File: src/rtl/phase_arb_pkg.sv
// Shared types of the time-sliced arbiter.
// Assumes nothing beyond a SystemVerilog-2017 compiler.
package phase_arb_pkg;

    // Per-cycle decision of the grant controller.
    typedef enum logic [2:0] {
        DEC_IDLE    = 3'd0,  // nothing granted, nothing to grant
        DEC_GRANT   = 3'd1,  // bus idle, phase owner requests
        DEC_KEEP    = 3'd2,  // holder continues its transfer
        DEC_RELEASE = 3'd3,  // holder dropped its request
        DEC_PREEMPT = 3'd4   // holder cut off by a new owner
    } arb_dec_e;

endpackage

File: src/rtl/slot_table.sv
// Slot table and phase pointer.
// Holds one owner number per slot, writable only while arbitration is off.
// The pointer steps one slot per reference tick and wraps at SLOTS-1.
// Assumes slot_tick is synchronous to clk and one cycle wide per tick.
module slot_table #(
    parameter int unsigned SLOTS  = 128,
    parameter int unsigned PORTS  = 4,
    localparam int unsigned SLOT_W = $clog2(SLOTS),
    localparam int unsigned ID_W   = $clog2(PORTS)
) (
    input  logic              clk,
    input  logic              rst_n,
    input  logic              arb_en,
    input  logic              slot_tick,
    input  logic              wr_en,
    input  logic [SLOT_W-1:0] wr_addr,
    input  logic [ID_W-1:0]   wr_data,
    output logic [ID_W-1:0]   owner
);

    localparam logic [SLOT_W-1:0] LAST_SLOT = SLOT_W'(SLOTS - 1);

    logic [ID_W-1:0]   tab [SLOTS];
    logic [SLOT_W-1:0] ptr;

    // Table storage: cleared on reset, written only while arbitration is off.
    always_ff @(posedge clk) begin
        if (!rst_n) begin
            for (int i = 0; i < SLOTS; i++) begin
                tab[i] <= '0;
            end
        end else if (wr_en && !arb_en) begin
            tab[wr_addr] <= wr_data;
        end
    end

    // Phase pointer: parked at slot 0 when disabled, steps per tick otherwise.
    always_ff @(posedge clk) begin
        if (!rst_n || !arb_en) begin
            ptr <= '0;
        end else if (slot_tick) begin
            ptr <= (ptr == LAST_SLOT) ? '0 : ptr + 1'b1;
        end
    end

    // Owner of the current phase.
    assign owner = tab[ptr];

    // one step per tick, wrapping after the last slot.
    p_ptr_step_r3: assert property (@(posedge clk) disable iff (!rst_n)
        (arb_en && slot_tick) |=>
            (ptr == (($past(ptr) == LAST_SLOT) ? '0 : $past(ptr) + 1'b1)));

    // no tick, no movement.
    p_ptr_hold_r3: assert property (@(posedge clk) disable iff (!rst_n)
        (arb_en && !slot_tick) |=> $stable(ptr));

    // disabled arbitration parks the pointer.
    p_ptr_park_r3: assert property (@(posedge clk) disable iff (!rst_n)
        !arb_en |=> (ptr == '0));

endmodule

File: src/rtl/grant_ctrl.sv
// Grant controller.
// Grants the phase owner only from an idle bus. A holder keeps the bus
// while requesting. In aggressive mode a holder that no longer owns the
// phase is cut off with a one-cycle stop pulse.
// Assumes owner is a registered-table read, stable between clock edges.
module grant_ctrl
    import phase_arb_pkg::*;
#(
    parameter int unsigned PORTS = 4,
    localparam int unsigned ID_W = $clog2(PORTS)
) (
    input  logic             clk,
    input  logic             rst_n,
    input  logic             arb_en,
    input  logic             aggr_mode,
    input  logic [PORTS-1:0] req,
    input  logic [ID_W-1:0]  owner,
    output logic [PORTS-1:0] grant,
    output logic             stop
);

    logic            hold_vld;
    logic [ID_W-1:0] hold_id;
    arb_dec_e        dec;

    // Decide what the bus does in the next cycle.
    always_comb begin
        dec = DEC_IDLE;
        if (arb_en) begin
            if (hold_vld) begin
                if (!req[hold_id]) begin
                    dec = DEC_RELEASE;
                end else if (aggr_mode && (hold_id != owner)) begin
                    dec = DEC_PREEMPT;
                end else begin
                    dec = DEC_KEEP;
                end
            end else if (req[owner]) begin
                dec = DEC_GRANT;
            end
        end
    end

    // Holder register and stop pulse.
    always_ff @(posedge clk) begin
        if (!rst_n) begin
            hold_vld <= 1'b0;
            hold_id  <= '0;
            stop     <= 1'b0;
        end else begin
            stop <= (dec == DEC_PREEMPT);
            unique case (dec)
                DEC_GRANT: begin
                    hold_vld <= 1'b1;
                    hold_id  <= owner;
                end
                DEC_KEEP: hold_vld <= 1'b1;
                default:  hold_vld <= 1'b0;
            endcase
        end
    end

    // One-hot decode of the holder.
    always_comb begin
        grant = '0;
        if (hold_vld) begin
            grant[hold_id] = 1'b1;
        end
    end

    // never more than one grant.
    p_onehot_r10: assert property (@(posedge clk) disable iff (!rst_n)
        $onehot0(grant));

    // disabled arbitration clears grants without a stop.
    p_off_clears_r10: assert property (@(posedge clk) disable iff (!rst_n)
        !arb_en |=> (grant == '0 && !stop));

    // an idle bus goes to a requesting owner.
    p_owner_granted_r4: assert property (@(posedge clk) disable iff (!rst_n)
        (arb_en && grant == '0 && req[owner]) |=>
            ($countones(grant) == 1 && grant[$past(owner)]));

    // a silent owner keeps the slot empty.
    p_no_steal_r5: assert property (@(posedge clk) disable iff (!rst_n)
        (grant == '0 && !req[owner]) |=> (grant == '0));

    // passive mode keeps a requesting holder.
    p_passive_hold_r7: assert property (@(posedge clk) disable iff (!rst_n)
        (arb_en && !aggr_mode && (grant & req) != '0) |=> (grant == $past(grant)));

    // the stop pulse lasts one cycle.
    p_stop_pulse_r8: assert property (@(posedge clk) disable iff (!rst_n)
        stop |=> !stop);

    // stop only goes with a grant that was just removed.
    p_stop_cut_r8: assert property (@(posedge clk) disable iff (!rst_n)
        stop |-> (grant == '0 && $past(grant) != '0));

endmodule

File: src/rtl/phase_port_arbiter.sv
// Top of the time-sliced weighted bus arbiter.
// Connects the slot table to the grant controller.
// Assumes all inputs are synchronous to clk.
module phase_port_arbiter #(
    parameter int unsigned SLOTS  = 128,
    parameter int unsigned PORTS  = 4,
    localparam int unsigned SLOT_W = $clog2(SLOTS),
    localparam int unsigned ID_W   = $clog2(PORTS)
) (
    input  logic              clk,
    input  logic              rst_n,
    input  logic              arb_en,
    input  logic              aggr_mode,
    input  logic              slot_tick,
    input  logic [PORTS-1:0]  req,
    input  logic              tbl_wr_en,
    input  logic [SLOT_W-1:0] tbl_wr_addr,
    input  logic [ID_W-1:0]   tbl_wr_data,
    output logic [PORTS-1:0]  grant,
    output logic              stop
);

    logic [ID_W-1:0] owner;

    slot_table #(.SLOTS(SLOTS), .PORTS(PORTS)) u_table (
        .clk       (clk),
        .rst_n     (rst_n),
        .arb_en    (arb_en),
        .slot_tick (slot_tick),
        .wr_en     (tbl_wr_en),
        .wr_addr   (tbl_wr_addr),
        .wr_data   (tbl_wr_data),
        .owner     (owner)
    );

    grant_ctrl #(.PORTS(PORTS)) u_grant (
        .clk       (clk),
        .rst_n     (rst_n),
        .arb_en    (arb_en),
        .aggr_mode (aggr_mode),
        .req       (req),
        .owner     (owner),
        .grant     (grant),
        .stop      (stop)
    );

endmodule

File: config.mk
export PLATFORM = sky130hd
export DESIGN_NAME = phase_port_arbiter
export DESIGN_NICKNAME = d
export VERILOG_FILES = /design/src/rtl/phase_arb_pkg.sv /design/src/rtl/slot_table.sv /design/src/rtl/grant_ctrl.sv /design/src/rtl/phase_port_arbiter.sv
export SDC_FILE = /design/constraint.sdc
export NUM_CORES = 1
export LEC_CHECK = 0
export ABC_AREA = 1
export BUFFER_PORTS_ARGS = -buffer_cell sky130_fd_sc_hd__buf_2
export CORE_MARGIN = 3
export CORE_UTILIZATION = 59
export CTS_BUF_LIST = sky130_fd_sc_hd__clkbuf_4
export DETAILED_ROUTE_END_ITERATION = 8
export PLACE_DENSITY = 0.76
export SLEW_MARGIN = 20
export SYNTH_ARGS = -nofsm -noshare
export SYNTH_HDL_FRONTEND = slang
export SYNTH_HIERARCHICAL = 1
export SYNTH_SLANG_ARGS = --single-unit
File: constraint.sdc
create_clock -name clk -period 2 [get_ports clk]
set_input_delay 0.1 -clock clk [delete_from_list [all_inputs] [get_ports clk]]
set_output_delay 0.1 -clock clk [all_outputs]
set_load 0.05 [all_outputs]
After elaboration in Yosys (flattened, before gate mapping)
Memories as Yosys holds them, arrays and structs flattened. A register that Yosys moved wholly into a read port is not among the register bits.
Cells that the tools add are included.
Operators by class
  add/subtract/negate cells: 1
  mux-type cells: 23
  equal/unequal tests: 5
  $lt $le $gt $ge: 3
  reductions and logical operators: 8
Operator list (count)
  7-bit 2-to-1 mux: 4
  3-bit 2-to-1 mux: 4
  1-bit 2-to-1 mux: 10
  7-bit by 1-bit adder with 7-bit output (second input constant): 1
  7-bit equality test (second input constant): 1
  2-bit by 3-bit less-than comparator with 1-bit output (second input constant): 2
  1-bit binary-select mux with 2-bit select: 2
  4-bit 2-to-1 mux: 1
  2-bit OR reduction: 2
  3-bit by 1-bit equality test with 1-bit output (second input constant): 1
  3-bit by 2-bit equality test with 1-bit output (second input constant): 1
  3-bit equality test (second input constant): 1
  1-bit logical AND: 3
  1-bit demux with 2-bit select: 1
  2-bit by 1-bit >= comparator with 1-bit output (second input constant): 1
  1-bit zero test: 2
  2-bit 2-to-1 mux: 1
  2-bit inequality test: 1
  1-bit logical OR: 1
Storage, ports and cells
  output and inout port bits: 5
  input port bits: 19
  memories: 1
  RAM bits: 256
  flip-flop bits (word level): 11
Memory list
  u_table.tab: words 128, width 2, rd ports 1, clocked after Yosys merged registers in 1, write ports 128, RTL line slot_table.sv:23  | logic [ID_W-1:0] tab [SLOTS];

Depth between registers and ports, before layout
Gate-level depths: netlist (run 1).
  depth in word-level cells: 9
  mapped depth: 20

Hierarchy
The synthesis (run 1) kept the hierarchy.
Modules (own cells, without submodules)
  slot_table: times used 1, sequential area each 7967.6 um^2, area each 13106.3 um^2, cells an instance 1501
  grant_ctrl: times used 1, sequential area each 80.1 um^2, area each 296.5 um^2, cells an instance 49

Worst setup path before layout (run 1)
Ideal clock, no wire load.
  kind: reg2reg
  start: register with a tool-made name
  end: register u_grant.hold_id[0]
  stages on the path, launching flop included: 21
  period minus slack after synthesis: 2.034 ns
  required time: 1.890 ns
  setup slack: -0.034 ns
  data arrival time: 1.924 ns
  buffers on the path: 2
  cells stage by stage: dfxtp_1 -> inv_1 -> clkbuf_1 -> clkbuf_1 -> nand2_1 -> nand3_1 -> nand3_1 -> nand3_1 -> nand2_1 -> nand2_1 -> nand3_1 -> nand2_1 -> nand2_1 -> nand2_1 -> inv_2 -> nand2_1 -> nand3_2 -> nand3_2 -> nand2_1 -> inv_1 -> nor2_1
RTL lines
  end signal: assignment: RTL line grant_ctrl.sv:55  | hold_id <= owner;
  end: declaration: RTL line grant_ctrl.sv:23  | logic [ID_W-1:0] hold_id;

==> results.cfg, run 1 <==
[grt]
first_global_vias = 11240
gr-total-overflow = 0
grt_max_degree = 129
antenna_found_initial = 1
grt_pass1_wl_microns = 55160
grt_use_total_pct = 28.61

[drt]
drt-total-wl_microns = 36240
avgViaCountPerCell = 5.894
routedWlPerCell_microns = 18.52
drt_iter0_drc = 1375
drtPass1Iterations = 6
drc_errors = 0
ant_nets = 0
routed-via-count = 11530

[synth]
synth_xor_area_share_pct = 0.2614
synth-adder-area-share_pct = 0.09335
synth_compound_gate_area_share_pct = 0.1680
yosysWarnings = 6
synth_nets = 1570
syn-cell-area_sq_mm = 0.01340
synthDistinctLibCells = 26
ys_seq_area_share_pct = 60.04
synth_seq_cells = 274
synth_top_family_by_area = simple AND/OR/NAND/NOR gates
syn_avg_cell_area_sq_um = 8.647
synthMuxAreaShare_pct = 0
synth-simple-area-share_pct = 35.48
synthCells = 1550

[timing]
min_period_over_period_pct = 108.0
final.setup_skew_ns = 0.02534
rsz0062_at_grt = true
drv_slew = 0
period_needed_ns = 2.159
worst_slack_ns = -0.1594
setup_viol = 4
clock.fmax_mhz = 463.1
tightest_slew_ns = 0.8317
relSlewSlack_pct = 44.55
finalHoldViolCount = 0

[worst_setup_path]
cpMostUsedCell = nand2_1
r2r_setup_slack_ns = -0.16
cp_slowest_cell = dfxtp_4
worstSetupEndpointType = register
r2r-end = u_grant/hold_vld$_SDFF_PN0_
reg2reg_depth = 19
critPathMaxStageDelay_ns = 0.39
cpLargestDelayFamily = simple AND/OR/NAND/NOR gates
arrival_ns = 2.70
worstSetupStartpointType = register
cp_data_required_time_ns = 2.54
critical_path.max_fanout = 7
crit_chain = buf_12, buf_12, buf_16, nand2_2, nand3_2, nand3_2, nand3_2, nand2_2, nand2_1, nand3_1, nand2_1, nand2_1, nand2_2, inv_2, nand2_1, nand4_1, nand2_1, nand3_1, nand2_1
critPathKind = register to register
path_buf_inv = 4

[cts]
clockBufferDepth = 3
cts_buffers = 73
htree_levels = 3
insertion_delay_ns = 0.65
path_clk_slew_ns = 0.06
cts_root_buf = clkbuf_4
cts_tree = yes
clock_sinks = 274

[final_layout]
area.growth.synth_to_final_pct = 18.75
nets = 1651
utilization_pct = 72.04
drive_gt1_share_pct = 18.44

[place]
pre_cts_ws_ns = -0.1758
io_buffers = 23
gp_congestion = 0.8513
dp.final_hpwl_microns = 20380

[die]
core_sq_mm = 0.02209
die_h_microns = 156.7
io_pins = 24
start_util_pct = 60.66
rows = 54
dieArea_sq_mm = 0.02456
die_width_microns = 156.7

[min_path]
holdPathStages = 4
holdCritStartpoint = tbl_wr_data[0]
min_to = u_table/tab[79][0]$_SDFFCE_PN0P_
worstHoldPathType = input pin to register

[power]
p_per_area_mw_per_mm2 = 783.2
leakagePower_nw = 6.475
ir_drop_uv = 506.4
finalPower_mw = 12.46

[run_status]
violations = negative setup slack
status = finished with violations

[flow_run]
cap_violations = 0
[flip-flops by register name, summed over array words and instances, names as in the netlist, named ones only]
| signal | cells |
|---|---|
| u_grant/hold_vld | 1 |
| u_grant/stop | 1 |
| u_grant/hold_id | 2 |
| u_table/tab | 256 |
| u_table/ptr | 7 |
[Yosys cell counts]
cell | n | area, sq um
nand2_1 | 576 | 2162
nor2_1 | 284 | 1066
edfxtp_1 | 256 | 7687
nand3_1 | 239 | 1196
clkbuf_1 | 82 | 307.8
inv_1 | 26 | 97.59
dfxtp_1 | 18 | 360.4
buf_1 | 12 | 45.04
nor3_1 | 10 | 50.05
nand4_1 | 8 | 50.05
buf_2 | 7 | 35.03
nor4_4 | 7 | 148.9
inv_2 | 4 | 15.01
a21oi_1 | 3 | 15.01
buf_4 | 3 | 22.52
nand3_2 | 3 | 30.03
xor2_1 | 3 | 26.28
and3_1 | 1 | 6.260
ha_1 | 1 | 12.51
inv_4 | 1 | 6.260
nand2_2 | 1 | 6.260
nand3b_4 | 1 | 20.02
nor3b_1 | 1 | 7.510
nor4_2 | 1 | 12.51
o21bai_1 | 1 | 7.510
xnor2_1 | 1 | 8.760
[layout make-up]
cell class | instances | area (sq um)
inverter | 31 | 136.4
clock inverter | 7 | 26.28
fill | 1587 | 6178
antenna | 1 | 2.502
sequential | 274 | 8054
multi-input combinational | 1141 | 5135
timing repair buffer | 110 | 1363
tap | 280 | 350.3
clock buffer | 113 | 848.3
[worst min-delay path, cell delays in order]
cell and delay, ns:
buf_2 0.10, inv_4 0.03, buf_12 0.21, nor2_1 0.15
[per-layer routing]
layer  vias up  routed length [microns]  track usage [%]  part of all wire [%]
li1       5339                        -                -                     -
met1      5340                    13230            36.70                    37
met2       749                    17550            47.81                    48
met3       106                     4296            6.361                    12
met4         0                     1161            10.92                   3.2
met5         -                        0                0                     0
[through the flow]
step | TNS (ns) | hold WS, ns | area [sq um] | cells
after global routing | -1.013 | 0.09283 | 15920 | 1957
after global placement | -0.4158 | 0.3709 | 14230 | 1807
final | -0.5125 | 0.06810 | 15920 | 1957
after floorplan | 0 | 0.2214 | 13430 | 1550
after CTS | -0.2343 | 0.06868 | 15530 | 1948
after detailed placement | -0.6318 | 0.3755 | 14230 | 1807
[cell families (layout without fill, tap and decap cells)]
kind of cell               count (synthesis)  count (layout)
and+or+nand+nor                         1132            1132
adders and majority gates                  1               1
other                                      0               1
xor gates and xnor gates                   4               4
buffers and inverters                    135             261
DFF                                      274             274
AOI/OAI and AO/OA                          4               4
[where the power goes]
group	total, mW	switching, mW	leakage, nW	internal, mW
clock network	4.75	2.21	0.539	2.54
logic	1.09	0.724	3.36	0.368
registers	6.62	0.100	2.58	6.52
[placed cells by master, fill, tap and decap left out, types with 2 or more instances in the layout]
cell type and count:
a21oi_1 3, buf_12 28, inv_2 6, xor2_1 3, nand3_2 42, dlygate4sd3_1 14
edfxtp_1 256, inv_4 5, nand2_1 546, clkinv_1 4, nor3_1 9, dfxtp_1 15
clkbuf_16 8, dfxtp_2 2, nor4_4 8, nor2_1 283, buf_6 7, buf_4 29
buf_16 2, inv_1 22, nand2_4 2, clkbuf_4 113, nand2_2 29, buf_2 22
nand3_1 199, nand4_1 8
[repair_timing]
action / in CTS / in global routing
cloned: 4 / 9
endpoints found under the hold margin: 55 / 0
pin swaps: 40 / 31
endpoints found under the setup margin: 4 / 6
hold buffers: 14 / 0
gates resized for setup: 46 / 51
setup buffers: 3 / 0
[worst max-delay path by stage]
| stage | from | to | slack, ns | depth (start not counted) |
|---|---|---|---|---|
| floorplan | register | u_grant/hold_id[0]$_SDFFE_PN0N_ | 0.008 | 17 |
| global placement | register | u_grant/hold_id[1]$_SDFFE_PN0N_ | -0.12 | 18 |
| detailed placement | register | u_grant/hold_id[0]$_SDFFE_PN0N_ | -0.18 | 18 |
| CTS | register | u_grant/hold_id[0]$_SDFFE_PN0N_ | -0.08 | 19 |
| global route | register | u_grant/hold_id[0]$_SDFFE_PN0N_ | -0.29 | 18 |
| finish | register | u_grant/hold_vld$_SDFF_PN0_ | -0.16 | 19 |
(Power assumes the default switching activity.)
==> run 2, diff against run 1 <==
Settings changed: TNS_END_PERCENT set to 10.
==> run 2 against run 1 <==
The run still ends with negative setup slack left. Combinational power fell by 4%. Non-clock buffer count fell by 6. Count of clock-buffer cells in the layout did not move. Power fell by 0.49%. Largest cell class unchanged.
==> results.cfg, run 2 (same netlist as run 1, synthesis figures left out) <==
[run_status]
status = finished with violations
violations = negative setup slack

[drt]
routed-via-count = 11430
routedWlPerCell_microns = 18.16
drtPass1Iterations = 6
drt-total-wl_microns = 35430
drt_iter0_drc = 1273
top_layer = met4
drt-met1-wl_microns = 13500
wl_met3_microns = 3713
drc_errors = 0
wl_met2_microns = 17170
avgViaCountPerCell = 5.858
ant_nets = 0

[grt]
gr-total-overflow = 0
grt_max_degree = 129
grt_pass1_wl_microns = 55150
grt_use_total_pct = 28.61
antenna_found_initial = 1
first_global_vias = 11240

[timing]
min_period_over_period_pct = 108.8
final.setup_skew_ns = 0.03532
period_needed_ns = 2.177
timing.hold.ws_ns = 0.1007
clock.fmax_mhz = 459.4
relSlewSlack_pct = 45.25
setup_viol = 4
drv_slew = 0
finalHoldViolCount = 0
worst_slack_ns = -0.1766
tightest_slew_ns = 0.8213
rsz0062_at_grt = true

[final_layout]
top_register = u_table/tab
seq_area_sq_mm = 0.008054
utilization_pct = 70.90
fillCellCount = 1643
drive_gt1_share_pct = 16.59
area.growth.synth_to_final_pct = 16.87
top_regs = u_table/tab x256, u_table/ptr x7, u_grant/hold_id x2
largest_reg_flops = 256
nets = 1645
layout_common_cells = nand2_1, nor2_1, edfxtp_1
final_common_cell = nand2_1
multi_input_area_sq_mm = 0.005022

[cts]
clockBufferDepth = 3
insertion_delay_ns = 0.66
clock_sinks = 274
path_clk_slew_ns = 0.06
cts_tree = yes
cts_root_buf = clkbuf_4
htree_levels = 3
cts_buffers = 73

[min_path]
worstHoldPathType = input pin to register
holdPathStages = 4
holdCritStartpoint = tbl_wr_data[0]
min_to = u_table/tab[75][0]$_SDFFCE_PN0P_

[place]
dp.final_hpwl_microns = 20380
gp_congestion = 0.8513
io_buffers = 23

[worst_setup_path]
cp_data_required_time_ns = 2.54
worstSetupEndpointType = register
critical_path.max_fanout = 7
r2r-end = u_grant/hold_vld$_SDFF_PN0_
arrival_ns = 2.72
critPathKind = register to register
worstSetupStartpointType = register
reg2reg_depth = 19
r2r_setup_slack_ns = -0.18

[die]
core_sq_mm = 0.02209
rows = 54
die_h_microns = 156.7
start_util_pct = 60.66
die_width_microns = 156.7
dieArea_sq_mm = 0.02456
io_pins = 24

[power]
leakagePower_nw = 6.381
p_per_area_mw_per_mm2 = 791.9
ir_drop_uv = 504.2

[flow_run]
cap_violations = 0
## run 2: cell count changes in the layout (fill, tap and decap cells not counted), moves of 5 or more
cell | before | now
nand2_2 | 29 | 21
nand3_1 | 199 | 216
clkbuf_16 | 8 | 3
nand2_1 | 546 | 555
nand3_2 | 42 | 25
## run 2: layout make-up
cell class	instances	area share, %
clock buffer	113	5.416
multi-input combinational	1141	32.06
antenna	1	0.01598
tap	280	2.237
clock inverter	7	0.1677
inverter	31	0.8547
sequential	274	51.42
timing repair buffer	104	7.828
## run 2: worst max-delay path by stage
| stage | start | end | slack [ns] | depth (start not counted) |
|---|---|---|---|---|
| 2_1_floorplan | register | u_grant/hold_id[0]$_SDFFE_PN0N_ | 0.008 | 17 |
| 3_3_place_gp | register | u_grant/hold_id[1]$_SDFFE_PN0N_ | -0.12 | 18 |
| 3_5_place_dp | register | u_grant/hold_id[0]$_SDFFE_PN0N_ | -0.18 | 18 |
| 4_1_cts | register | u_grant/hold_id[0]$_SDFFE_PN0N_ | -0.08 | 19 |
| 5_1_grt | register | u_grant/hold_id[0]$_SDFFE_PN0N_ | -0.28 | 19 |
| 6_report | register | u_grant/hold_vld$_SDFF_PN0_ | -0.18 | 19 |
## run 2: where the power goes
group,switching [mW],internal (mW),leakage (nW)
Sequential,0.0980,6.52,2.58
Clock,2.20,2.54,0.539
Combinational,0.703,0.342,3.26
## run 2: critical path, stage by stage (launching register included)
cell and delay, ns:
dfxtp_4 0.39, buf_12 0.16, buf_12 0.13, buf_16 0.14, nand2_1 0.06, nand3_1 0.10
nand3_2 0.11, nand3_2 0.09, nand2_2 0.08, nand2_1 0.05, nand3_1 0.07, nand2_1 0.05
nand2_1 0.06, nand2_2 0.10, inv_2 0.10, nand2_1 0.06, nand4_1 0.09, nand2_1 0.08
nand3_1 0.09, nand2_1 0.05
## run 2: routing by layer
metal	global-route usage (%)	vias up
met3	6.305	99
met4	10.84	0
li1	-	5328
met2	47.85	696
met1	36.74	5306
met5	0	-
## run 2: what timing repair did
item / 4_1_cts / 5_1_grt
endpoints found under the hold margin: 55 / 0
gates cloned: 4 / 3
resized for setup: 46 / 23
hold buffers: 14 / 0
setup endpoints to repair: 4 / 6
pin swaps: 40 / 28
buffers inserted: 3 / 0
## run 2: metrics by stage
stage | power (mW) | setup WS, ns | setup TNS [ns] | instances | cell area, sq um
after floorplan | 7.320 | 0.008149 | 0 | 1550 | 13430
after global placement | 7.625 | -0.1201 | -0.4158 | 1807 | 14230
after detailed placement | 7.659 | -0.1758 | -0.6318 | 1807 | 14230
after CTS | 12.43 | -0.08033 | -0.2177 | 1948 | 15530
after global routing | 12.92 | -0.2831 | -1.024 | 1951 | 15660
final | 12.40 | -0.1766 | -0.5543 | 1951 | 15660
